===== config.mk =====
export PLATFORM = sky130hd
export DESIGN_NAME = cam_frame_writer
export DESIGN_NICKNAME = d
export VERILOG_FILES = /design/src/rtl/cfw_pkg.sv /design/src/rtl/cfw_edge.sv /design/src/rtl/cfw_track.sv /design/src/rtl/cfw_pack.sv /design/src/rtl/cam_frame_writer.sv
export SDC_FILE = /design/constraint.sdc
export NUM_CORES = 1
export LEC_CHECK = 0
export BUFFER_PORTS_ARGS = -buffer_cell sky130_fd_sc_hd__buf_2
export CAP_MARGIN = 10
export CORE_MARGIN = 2
export CORE_UTILIZATION = 40
export DETAILED_ROUTE_END_ITERATION = 7
export MAX_ROUTING_LAYER = met4
export SYNTH_ARGS = -nofsm -noshare
export SYNTH_HDL_FRONTEND = slang
export SYNTH_HIERARCHICAL = 1
export SYNTH_SLANG_ARGS = --single-unit
export TNS_END_PERCENT = 5

===== constraint.sdc =====
create_clock -name clk -period 2.8 [get_ports clk]
set_clock_uncertainty 0.15 [all_clocks]
set_input_delay 0 -clock clk [delete_from_list [all_inputs] [get_ports clk]]
set_output_delay 0 -clock clk [all_outputs]
set_load 0.05 [all_outputs]

===== src/rtl/cfw_pkg.sv =====
package cfw_pkg;
  // Words needed for one line of pix bytes (an odd byte takes a word of its own).
  function automatic int words_per_line(input int pix);
    return (pix + 1) / 2;
  endfunction

  // Words needed for a full frame.
  function automatic int frame_words(input int pix, input int lines);
    return lines * words_per_line(pix);
  endfunction

  // Width able to hold values 0..n-1 (at least 1).
  function automatic int width_for(input int n);
    return (n < 2) ? 1 : $clog2(n);
  endfunction
endpackage


===== src/rtl/cfw_edge.sv =====
module cfw_edge (
  input  logic clk,
  input  logic rst_n,
  input  logic sig_i,
  output logic fall_o
);
  logic sig_q;

  always_ff @(posedge clk) begin
    if (!rst_n) sig_q <= 1'b0;
    else        sig_q <= sig_i;
  end

  assign fall_o = sig_q & ~sig_i;
endmodule


===== src/rtl/cfw_track.sv =====
module cfw_track #(
  parameter int LINE_PIX    = 664,
  parameter int FRAME_LINES = 492,
  parameter int PCNT_W      = 10,
  parameter int LCNT_W      = 9
) (
  input  logic              clk,
  input  logic              rst_n,
  input  logic              frame_start,
  input  logic              line_fall,
  input  logic              hvalid,
  output logic              active_o,
  output logic              accept_o,
  output logic              close_o,
  output logic              done_o,
  output logic              ovf_o,
  output logic [LCNT_W-1:0] line_cnt_o
);
  logic [PCNT_W-1:0] pix_cnt;
  logic              room;
  logic              excess;
  logic              last_line;

  assign room      = (pix_cnt < PCNT_W'(LINE_PIX));
  assign accept_o  = active_o & hvalid & ~frame_start & room;
  assign excess    = active_o & hvalid & ~frame_start & ~room;
  assign close_o   = active_o & line_fall & ~frame_start;
  assign last_line = (line_cnt_o == LCNT_W'(FRAME_LINES - 1));

  always_ff @(posedge clk) begin
    if (!rst_n) begin
      active_o   <= 1'b0;
      pix_cnt    <= '0;
      line_cnt_o <= '0;
      done_o     <= 1'b0;
      ovf_o      <= 1'b0;
    end else if (frame_start) begin
      active_o   <= 1'b1;
      pix_cnt    <= '0;
      line_cnt_o <= '0;
      done_o     <= 1'b0;
      ovf_o      <= 1'b0;
    end else begin
      done_o <= 1'b0;
      if (accept_o) pix_cnt <= pix_cnt + 1'b1;
      if (excess)   ovf_o   <= 1'b1;
      if (close_o) begin
        pix_cnt    <= '0;
        line_cnt_o <= line_cnt_o + 1'b1;
        if (last_line) begin
          active_o <= 1'b0;
          done_o   <= 1'b1;
        end
      end
    end
  end

  p_done_pulse_r9: assert property (@(posedge clk) disable iff (!rst_n)
    done_o |=> !done_o);
  p_ovf_sticky_r8: assert property (@(posedge clk) disable iff (!rst_n)
    (ovf_o && !frame_start) |=> ovf_o);
  p_pix_bound_r8: assert property (@(posedge clk) disable iff (!rst_n)
    pix_cnt <= PCNT_W'(LINE_PIX));
  p_line_bound_r9: assert property (@(posedge clk) disable iff (!rst_n)
    line_cnt_o <= LCNT_W'(FRAME_LINES));
endmodule


===== src/rtl/cfw_pack.sv =====
module cfw_pack #(
  parameter int PIX_W  = 8,
  parameter int ADDR_W = 18
) (
  input  logic               clk,
  input  logic               rst_n,
  input  logic               frame_start,
  input  logic               accept,
  input  logic               close,
  input  logic [PIX_W-1:0]   pix,
  output logic               wr_en_o,
  output logic [ADDR_W-1:0]  wr_addr_o,
  output logic [2*PIX_W-1:0] wr_data_o,
  output logic               line_err_o
);
  logic [PIX_W-1:0]  lo_byte;
  logic              have_lo;
  logic [ADDR_W-1:0] next_addr;

  always_ff @(posedge clk) begin
    if (!rst_n) begin
      lo_byte    <= '0;
      have_lo    <= 1'b0;
      next_addr  <= '0;
      wr_en_o    <= 1'b0;
      wr_addr_o  <= '0;
      wr_data_o  <= '0;
      line_err_o <= 1'b0;
    end else if (frame_start) begin
      have_lo    <= 1'b0;
      next_addr  <= '0;
      wr_en_o    <= 1'b0;
      line_err_o <= 1'b0;
    end else begin
      wr_en_o <= 1'b0;
      if (accept) begin
        if (!have_lo) begin
          lo_byte <= pix;
          have_lo <= 1'b1;
        end else begin
          wr_en_o   <= 1'b1;
          wr_data_o <= {pix, lo_byte};
          wr_addr_o <= next_addr;
          next_addr <= next_addr + 1'b1;
          have_lo   <= 1'b0;
        end
      end else if (close && have_lo) begin
        wr_en_o    <= 1'b1;
        wr_data_o  <= {{PIX_W{1'b0}}, lo_byte};
        wr_addr_o  <= next_addr;
        next_addr  <= next_addr + 1'b1;
        have_lo    <= 1'b0;
        line_err_o <= 1'b1;
      end
    end
  end

  p_wr_single_r4: assert property (@(posedge clk) disable iff (!rst_n)
    wr_en_o |=> !wr_en_o);
  p_addr_step_r5: assert property (@(posedge clk) disable iff (!rst_n)
    (next_addr != $past(next_addr)) |-> ((next_addr == $past(next_addr) + 1'b1) || (next_addr == '0)));
  p_err_sticky_r7: assert property (@(posedge clk) disable iff (!rst_n)
    (line_err_o && !frame_start) |=> line_err_o);
endmodule


===== src/rtl/cam_frame_writer.sv =====
module cam_frame_writer #(
  parameter int PIX_W       = 8,
  parameter int LINE_PIX    = 664,
  parameter int FRAME_LINES = 492,
  localparam int ADDR_W = cfw_pkg::width_for(cfw_pkg::frame_words(LINE_PIX, FRAME_LINES)),
  localparam int PCNT_W = cfw_pkg::width_for(LINE_PIX + 1),
  localparam int LCNT_W = cfw_pkg::width_for(FRAME_LINES + 1)
) (
  input  logic               clk,
  input  logic               rst_n,
  input  logic               vsync_i,
  input  logic               hvalid_i,
  input  logic [PIX_W-1:0]   pix_i,
  output logic               wr_en_o,
  output logic [ADDR_W-1:0]  wr_addr_o,
  output logic [2*PIX_W-1:0] wr_data_o,
  output logic [LCNT_W-1:0]  line_cnt_o,
  output logic               done_o,
  output logic               line_err_o,
  output logic               ovf_err_o
);
  // Named internal events
  logic frame_start;
  logic line_fall;
  logic active;
  logic accept;
  logic close;

  cfw_edge i_vs_edge (.clk(clk), .rst_n(rst_n), .sig_i(vsync_i),  .fall_o(frame_start));
  cfw_edge i_hv_edge (.clk(clk), .rst_n(rst_n), .sig_i(hvalid_i), .fall_o(line_fall));

  cfw_track #(
    .LINE_PIX(LINE_PIX), .FRAME_LINES(FRAME_LINES),
    .PCNT_W(PCNT_W), .LCNT_W(LCNT_W)
  ) i_track (
    .clk(clk), .rst_n(rst_n), .frame_start(frame_start), .line_fall(line_fall),
    .hvalid(hvalid_i), .active_o(active), .accept_o(accept), .close_o(close),
    .done_o(done_o), .ovf_o(ovf_err_o), .line_cnt_o(line_cnt_o)
  );

  cfw_pack #(.PIX_W(PIX_W), .ADDR_W(ADDR_W)) i_pack (
    .clk(clk), .rst_n(rst_n), .frame_start(frame_start), .accept(accept),
    .close(close), .pix(pix_i), .wr_en_o(wr_en_o), .wr_addr_o(wr_addr_o),
    .wr_data_o(wr_data_o), .line_err_o(line_err_o)
  );

  p_no_write_idle_r2: assert property (@(posedge clk) disable iff (!rst_n)
    !active |=> !wr_en_o);
  p_frame_clear_r1: assert property (@(posedge clk) disable iff (!rst_n)
    frame_start |=> (line_cnt_o == '0 && !line_err_o && !ovf_err_o && !wr_en_o));
  p_done_at_end_r9: assert property (@(posedge clk) disable iff (!rst_n)
    done_o |-> (line_cnt_o == LCNT_W'(FRAME_LINES)));
endmodule


---- Yosys cells after proc, flatten, opt, wreduce, memory -nomap -nowiden ----
Cells that the tools add are included.
storage, ports and cells
  bits of input ports ..................... 12
  register bits ........................... 87
  word-level logic and storage cells ...... 67
  output and inout port bits .............. 47
operators by class
  equality and inequality tests ........... 2
  $add $sub $neg .......................... 3
  order comparisons ....................... 1
  reductions and logical operators ........ 12
  bitwise logic cells ..................... 16
  mux-type cells .......................... 19
operators by type and width
  cell                   count
  $mux 18                6
  $mux 16                3
  $add 18x1->18 const B  1
  $add 10x1->10 const B  1
  $lt 10x10->1 const B   1
  $mux 1                 10
  $add 9x1->9 const B    1
  $eq 9x9->1 const B     1
  $and 1x1->1            8
  $not 1->1              8
  $reduce_and 2->1       3
  $reduce_and 3->1       2
  $reduce_bool 2->1      3
  $reduce_or 3->1        2
  $ne 2x1->1 const B     1
  $reduce_or 2->1        1
  $logic_and 1x1->1      1

---- Depth between registers and ports, before layout ----
Gate-level depths: netlist (run 1).
  depth after elaboration ................. 7
  depth in mapped cells ................... 12
  mapped depth without buffers ............ 8

---- By module ----
The synthesis (run 1) kept the hierarchy.
by module, submodules not included
  module     seq. area each (um^2)  cells an instance  area each (um^2)  times used
  cfw_pack   1261.2                 267                2506.2            1
  cfw_track  440.4                  112                999.7             1
  cfw_edge   20.0                   3                  36.3              2

---- Worst setup path after synthesis (run 1) ----
Ideal clock, no wire load.
  kind .................................... reg2reg
  from .................................... register i_vs_edge.sig_q
  to ...................................... register i_pack.wr_data_o[12]
  clock period less this slack ............ 2.397 ns
  arrival time ............................ 2.130 ns
  path slack .............................. 0.403 ns
  required time ........................... 2.533 ns
  library setup time ...................... 0.117 ns
  path buffers ............................ 4
  stages on the path, launching flop included .. 12
  cells stage by stage .................... dfxtp_1 and2b_2 and3b_1 o21ai_2 buf_6 inv_1 buf_6 o21ai_1 or2_2 buf_4 buf_6 a32o_1
on the way
  word-level cells in the longest chain between the ends .. 6
  elaborated cells on any way between the ends .. 10
  those cells by class .................... 1 x eq/ne; 1 x mux; 5 x bitwise; 3 x reduce/logical
RTL lines
  item                                                       RTL line                text
  start, declared                                            cfw_edge.sv:7           logic sig_q;
  start signal, assigned                                     cfw_edge.sv:11          else sig_q <= sig_i;
  $and 1x1->1 (*)                                            cfw_edge.sv:14          assign fall_o = sig_q & ~sig_i;
  via frame_start                                            cam_frame_writer.sv:23  logic frame_start;
  $not 1->1 (no line) (*)                                    n/a
  $and 1x1->1 (*) (2 in series)                              cfw_track.sv:25         assign accept_o = active_o & hvalid & ~frame_start & room;
  via accept                                                 cam_frame_writer.sv:26  logic accept;
  $ne 2x1->1 (no line) or $reduce_bool 2->1 (tied branches)  n/a
  $reduce_and 3->1 (no line)                                 n/a
  end signal, assigned                                       cfw_pack.sv:42          wr_data_o <= {pix, lo_byte};
  end signal, assigned                                       cfw_pack.sv:49          wr_data_o <= {{PIX_W{1'b0}}, lo_byte};
  end, declared                                              cfw_pack.sv:13          output logic [2*PIX_W-1:0] wr_data_o,
The timed path passes the listed nets; every way through them passes the cells marked *.
A chain may end at the register's enable or synchronous reset.

---- Final worst setup path (run 1) ----
  from .................................... input vsync_i
  to ...................................... register i_pack.next_addr[17]
on the way
  word-level cells in the longest chain between the ends .. 7
  elaborated cells on any way between the ends .. 12
  those cells by class .................... 1 x eq/ne; 1 x mux; 6 x bitwise; 4 x reduce/logical
RTL lines
  item                                                       RTL line                text
  start, declared                                            cam_frame_writer.sv:11  input logic vsync_i,
  $not 1->1 (*)                                              cfw_edge.sv:14
  $and 1x1->1 (*)                                            cfw_edge.sv:14
  via frame_start                                            cam_frame_writer.sv:23
  $not 1->1 (no line) (*)                                    n/a
  $and 1x1->1 (*) (2 in series)                              cfw_track.sv:25
  via accept                                                 cam_frame_writer.sv:26
  $ne 2x1->1 (no line) or $reduce_bool 2->1 (tied branches)  n/a
  $reduce_and 2->1 (no line)                                 n/a
  end signal, assigned                                       cfw_pack.sv:44          next_addr <= next_addr + 1'b1;
  end signal, assigned                                       cfw_pack.sv:51          next_addr <= next_addr + 1'b1;
  end, declared                                              cfw_pack.sv:18          logic [ADDR_W-1:0] next_addr;
Marks and branches as above.

==> results_dict.tcl, run 1 <==
set metrics [dict create \
    routedWlPerCell_um 12.8 \
    yosys_warnings 6 \
    grt_max_degree 50 \
    clockBufferDepth 2 \
    avgSynthCellArea_um2 9.29 \
    required_ns 2.92 \
    route.detailed.drc 0 \
    cts_resized 0 \
    io_buffers 58 \
    dieArea_um2 9720 \
    met1_usage_pct 20.3 \
    hp-class "in -> reg" \
    grt.met3_usage_pct 2.62 \
    die_y_um 98.6 \
    die_w_um 98.6 \
    grtUsageMet2_pct 25.2 \
    rows 34 \
    yosysUniqueCellTypes 49 \
    ir_drop_mv 0.211 \
    finalPower_mw 2.30 \
    fin_crit_ns 2.56 \
    ctsHoldBuffers 10 \
    first_pass_iters 4 \
    track_usage_pct 15.9 \
    synth_area_um2 3580 \
    viasPerCell 5.10 \
    postSynthCellCount 385 \
    drive_gt1_share_pct 20.8 \
    critical-path-top-delay-family "simple AND/OR/NAND/NOR gates" \
    drt_iter0_markers 100 \
    start_util_pct 41.2 \
    synth_top_area_share_pct 48.7 \
    arrival_ns 2.68 \
    powerDensity_nw_per_um2 538 \
    worstMarginPinSlew_ns 0.791 \
    cpMaxStageDelayCell "dlygate4sd3_1" \
    max_stage_delay_ns 0.54 \
    antenna_cells 0 \
    worst-path-buf-inv 3 \
    path_clk_slew_ns 0.09 \
    numCtsBuffers 9 \
    ant_nets 0 \
    hold_viol 0 \
    grt_pass1_wl_mm 12.5 \
    hpwl_mm 4.86 \
    fin_setup_tns_ns 0 \
    yosysSeqAreaShare_pct 48.7 \
    cp-end-kind "register" \
    p_leak_nw 1.65 \
    synth_ff_type "dfxtp_1" \
    start_kind "primary input" \
    final_common_cell "dfxtp_1" \
    yosys_register_bits 87 \
    areaGrowthSynthToFinish_pct 19.5 \
    path_class "in -> reg" \
    fin_area_um2 4280 \
    min_period_over_period_pct 91.3 \
    fmax_mhz 391 \
    seq_area_um2 1740 \
    grt-ovfl-total 0 \
    place_area_um2 3950 \
    layout_common_cells "87 x dfxtp_1, 66 x nand2_1, 58 x buf_2, 28 x nor2_1, 27 x a21boi_0" \
    cts_root_buffer "clkbuf_8" \
    io_pins 59 \
    yosys.area.top_type "dfxtp_1" \
    antenna_found_initial 0 \
    post_cts_buffers 0 \
    ys_async_sr_fraction_pct 0 \
    crit_fanout 10 \
    synth.area.top_cells "dfxtp_1 49%, nand2_1 6.9%, a21boi_0 5.7%, mux2i_1 3.1%, nor2_1 2.9%" \
    core_um2 8680 \
    cts_htree_levels 3 \
    syn_nets 400 \
    vias 2876 \
    clock_sinks 87 \
    synth-edff-count 0 \
    multiInputGateArea_um2 1700 \
    routed_wl_mm 7.21 \
    max_cap_violations 0 \
    timing.slew.headroom_pct 47.3 \
    setup_viol 0 \
    rsz0062_at_grt "false" \
    outcome "finished clean" \
    fin_nets 466 \
    path_cells "dlygate4sd3_1 > buf_2 > and2b_2 > and3b_1 > o21ai_2 > inv_1 > o2111a_1 > nand4_4 > or4_1 > a21oi_1" \
    clk_latency_ns 0.35 \
    gp_congestion 0.893 \
    busiest_layer "met2" \
    cts_tree "yes" \
    maxSlewViolCount 0 \
    timing.hold.ws_ns 0.0538 \
    fillers 878 \
    grt_pass1_vias 2744 \
]
-- final cells by class --
class                      instances  share of cell area, %
timing repair buffer              74                   10.5
multi-input combinational        274                   39.8
inverter                           5                  0.439
clock inverter                     6                   2.17
clock buffer                      10                   3.22
sequential                        87                   40.7
tap                              108                   3.16
-- routing by layer --
layer  up-vias  share of wire, %
li1       1468                 -
met1      1342                49
met2        54                46
met3        12               3.7
met4         0               1.5
met5         -                 0
-- logic make-up (layout without fill, tap and decap cells) --
family	count (synthesis)	in the layout	share of synthesized area, %
simple gates	164	164	23.5
flops	87	87	48.7
compound gates	77	77	15.3
buf+inv	24	95	3.74
xor+xnor	19	19	4.65
mux	11	11	3.08
fa+ha+maj	3	3	1.05
-- registers in the layout, summed over array words and instances (netlist names), 8 cells and up --
| name | cells |
|---|---|
| i_track/pix_cnt | 10 |
| i_track/line_cnt_o | 9 |
| i_pack/wr_addr_o | 18 |
| i_pack/wr_data_o | 16 |
| i_pack/lo_byte | 8 |
| i_pack/next_addr | 18 |
-- worst reg2reg max path, stage by stage (launching register included) --
cell and delay [ns]:
dfxtp_1 0.30, and2b_2 0.24, and3b_1 0.33, o21ai_2 0.08, inv_1 0.23, o2111a_1 0.36
nand4_4 0.16, or4_1 0.43, a21oi_1 0.15
-- cell usage after synthesis, drive strengths merged (2+ instances only) --
cell type / n
a32o: 7
o211ai: 2
a21boi: 27
clkbuf: 10
a21oi: 16
mux2i: 11
nor3: 3
nand4: 8
and4: 4
and2b: 2
o31ai: 2
or3: 11
and2: 5
nand2b: 3
nor4: 4
and3: 2
nor2b: 9
or4: 2
ha: 3
nand3: 11
nor2: 29
dfxtp: 87
xnor2: 9
nand2: 66
buf: 9
o2111ai: 2
inv: 5
xor2: 10
o21ai: 16
-- per-stage QoR --
step | setup WS, ns | instances | utilization (%)
after floorplan | 0.403 | 385 | -
after global placement | 0.351 | 538 | 45.5
after detailed placement | 0.292 | 538 | 45.5
after CTS | 0.284 | 564 | 49.3
after global routing | 0.114 | 564 | 49.3
final | 0.244 | 564 | 49.3
-- final timing paths --
path	from	end	slack [ns]	cells past startpoint
worst min-delay path	rst_n	i_track/ovf_o	0.05	3
worst min register to register	i_pack/lo_byte[0]	i_pack/wr_data_o[0]	0.31	2
worst max-delay path	vsync_i	i_pack/next_addr[17]	0.24	10
worst max register to register	i_vs_edge/sig_q	i_pack/next_addr[17]	0.30	8
-- where the power goes --
group / internal [mW] / total [mW] / leakage [nW] / switching (mW)
sequential: 1.24 / 1.25 / 0.701 / 0.00414
clock: 0.531 / 0.982 / 0.109 / 0.450
combinational: 0.0338 / 0.0737 / 0.836 / 0.0399
No activity file was read; power rests on OpenSTA's default activity.
==> run 2, diff against run 1 <==
--- a/config.mk
+++ b/config.mk
@@ -10,6 +10,7 @@
 export CORE_MARGIN = 2
 export CORE_UTILIZATION = 40
 export DETAILED_ROUTE_END_ITERATION = 7
+export GPL_TIMING_DRIVEN = 0
 export MAX_ROUTING_LAYER = met4
 export SYNTH_ARGS = -nofsm -noshare
 export SYNTH_HDL_FRONTEND = slang
==> run 2 against run 1 <==
  * First-iteration DRC count increased by 7.0%
  * Routed wire length increased by 6.0%
  * Sequential share of layout area decreased by 0.71 points
  * Power decreased by 7.3%
  * Worst setup slack got worse by 0.034 ns
  * Critical path depth unchanged
  * Critical endpoint unchanged
==> results_dict.tcl, run 2 (same netlist as run 1, synthesis figures left out) <==
set metrics [dict create \
    outcome "finished clean" \
    antenna_found_initial 0 \
    fin_setup_tns_ns 0 \
    clock_sinks 87 \
    drt_iter0_markers 107 \
    hold_viol 0 \
    fmax_mhz 386 \
    io_pins 59 \
    powerDensity_nw_per_um2 490 \
    utilization_pct 50.2 \
    start_kind "register" \
    path_class "reg -> reg" \
    drive_gt1_share_pct 21.9 \
    grt_max_degree 16 \
    combinationalPowerShare_pct 4.0 \
    rsz0062_at_grt "false" \
    seqPwrFrac_pct 58.3 \
    die_w_um 98.6 \
    worstSetupEndpoint "i_pack/next_addr[17]" \
    cp-end-kind "register" \
    clockBufferDepth 2 \
    route.detailed.drc 0 \
    max_cap_violations 0 \
    worstReg2RegEnd "i_pack/next_addr[17]" \
    start_util_pct 41.2 \
    hpwl_mm 5.46 \
    grt-ovfl-total 0 \
    top_regs "i_pack/next_addr (18), i_pack/wr_addr_o (18), i_pack/wr_data_o (16)" \
    grt_pass1_vias 2788 \
    required_ns 2.94 \
    clkPwrFrac_pct 37.7 \
    p_int_mw 1.63 \
    ir_drop_mv 0.210 \
    crit_path_start "i_vs_edge/sig_q" \
    hp-class "in -> reg" \
    first_pass_iters 4 \
    seq_area_um2 1740 \
    cts_tree "yes" \
    worstMarginPinSlew_ns 0.560 \
    dieArea_um2 9720 \
    ant_nets 0 \
    min_period_over_period_pct 92.5 \
    cts_htree_levels 3 \
    cts_root_buffer "clkbuf_8" \
    setup_viol 0 \
    routed_wl_mm 7.65 \
    antenna_cells 0 \
    fin_nets 485 \
    path_clk_slew_ns 0.09 \
    gp_congestion 0.795 \
    vias 2964 \
    clk_latency_ns 0.36 \
    reg2reg_slack_ns 0.21 \
    p_leak_nw 1.66 \
    fin_crit_ns 2.59 \
    r2r-start "i_vs_edge/sig_q" \
    grt_pass1_wl_mm 12.8 \
    io_buffers 58 \
    routedWlPerCell_um 13.1 \
    maxSlewViolCount 0 \
    track_usage_pct 16.7 \
    rows 34 \
    layout_common_cells "87 x dfxtp_1, 66 x nand2_1, 60 x buf_2, 28 x nor2_1, 27 x a21boi_0" \
    core_um2 8680 \
    die_y_um 98.6 \
    timing.slew.headroom_pct 62.5 \
    switching_power_uw 502 \
    worstRegToRegCells 10 \
    timing.hold.ws_ns 0.256 \
    multiInputGateArea_um2 1710 \
    swShare_pct 23.5 \
    crit_fanout 10 \
    fillers 876 \
    arrival_ns 2.73 \
    viasPerCell 5.08 \
    numCtsBuffers 9 \
    final_common_cell "dfxtp_1" \
    areaGrowthSynthToFinish_pct 21.6 \
]
[run 2: cell count changes in the layout (fill, tap and decap cells not counted), moves of 2 or more]
cell / change
dlygate4sd3_1: +3
buf_2: +2
bufinv_16: -2
clkbuf_1: +10
buf_6: +4
clkinvlp_4: +2
[run 2: routing by layer]
metal	global-route usage (%)	part of all wire, %	vias to the layer above
li1	-	-	1513
met1	20.7	49	1389
met2	26.7	47	55
met3	2.91	3.4	7
met4	7.27	1.3	0
met5	-	0	-
[run 2: stage by stage]
stage | instances | total power, mW | setup slack [ns] | area (µm²)
after global placement | 551 | 1.34 | 0.119 | 4000
after CTS | 580 | 2.17 | 0.0311 | 4320
final | 583 | 2.13 | 0.209 | 4350
after detailed placement | 551 | 1.35 | 0.0481 | 4000
after floorplan | 385 | 1.32 | 0.403 | 3580
after global routing | 583 | 2.22 | 0.00571 | 4350
[run 2: layout make-up]
cell class	instances	area share [%]
flip-flops and latches	87	40.0
multi-input cells	274	39.4
repair buffers	74	10.2
clock buffers	10	3.16
well taps	108	3.10
plain buffers	19	2.64
clock inverters	6	1.03
inverters	5	0.517
[run 2: critical path, stage by stage (launching register included)]
cell,delay (ns)
dfxtp_1,0.30
and2b_2,0.26
and3b_1,0.34
o21ai_2,0.10
buf_6,0.15
inv_1,0.06
buf_6,0.14
o2111a_2,0.29
nand4_4,0.16
or4_1,0.42
a21oi_1,0.15
[run 2: worst min-delay path by stage]
stage	cells after the start	slack [ns]	endpoint	startpoint
detailed placement	2	0.08	i_vs_edge/sig_q	vsync_i
finish	3	0.26	i_pack/wr_data_o[11]	pix_i[3]
global route	3	0.27	i_pack/wr_data_o[8]	pix_i[0]
global placement	2	0.08	i_vs_edge/sig_q	vsync_i
floorplan	1	-0.03	i_track/done_o	rst_n
CTS	3	0.24	i_pack/wr_data_o[8]	pix_i[0]
[run 2: repair_timing]
action / CTS / global route
resized for setup: 0 / 4
buffers inserted: 0 / 3
hold endpoints to repair: 20 / 0
endpoints found under the setup margin: 0 / 36
hold buffers: 13 / 0
[run 2: power groups by stage]
stage,clock network (mW),logic (mW),registers (mW)
4_1_cts,0.838,0.0853,1.25
5_1_grt,0.879,0.0943,1.25
3_3_place_gp,0,0.0705,1.27
2_1_floorplan,0,0.0450,1.27
3_5_place_dp,0,0.0709,1.27
6_report,0.804,0.0849,1.24
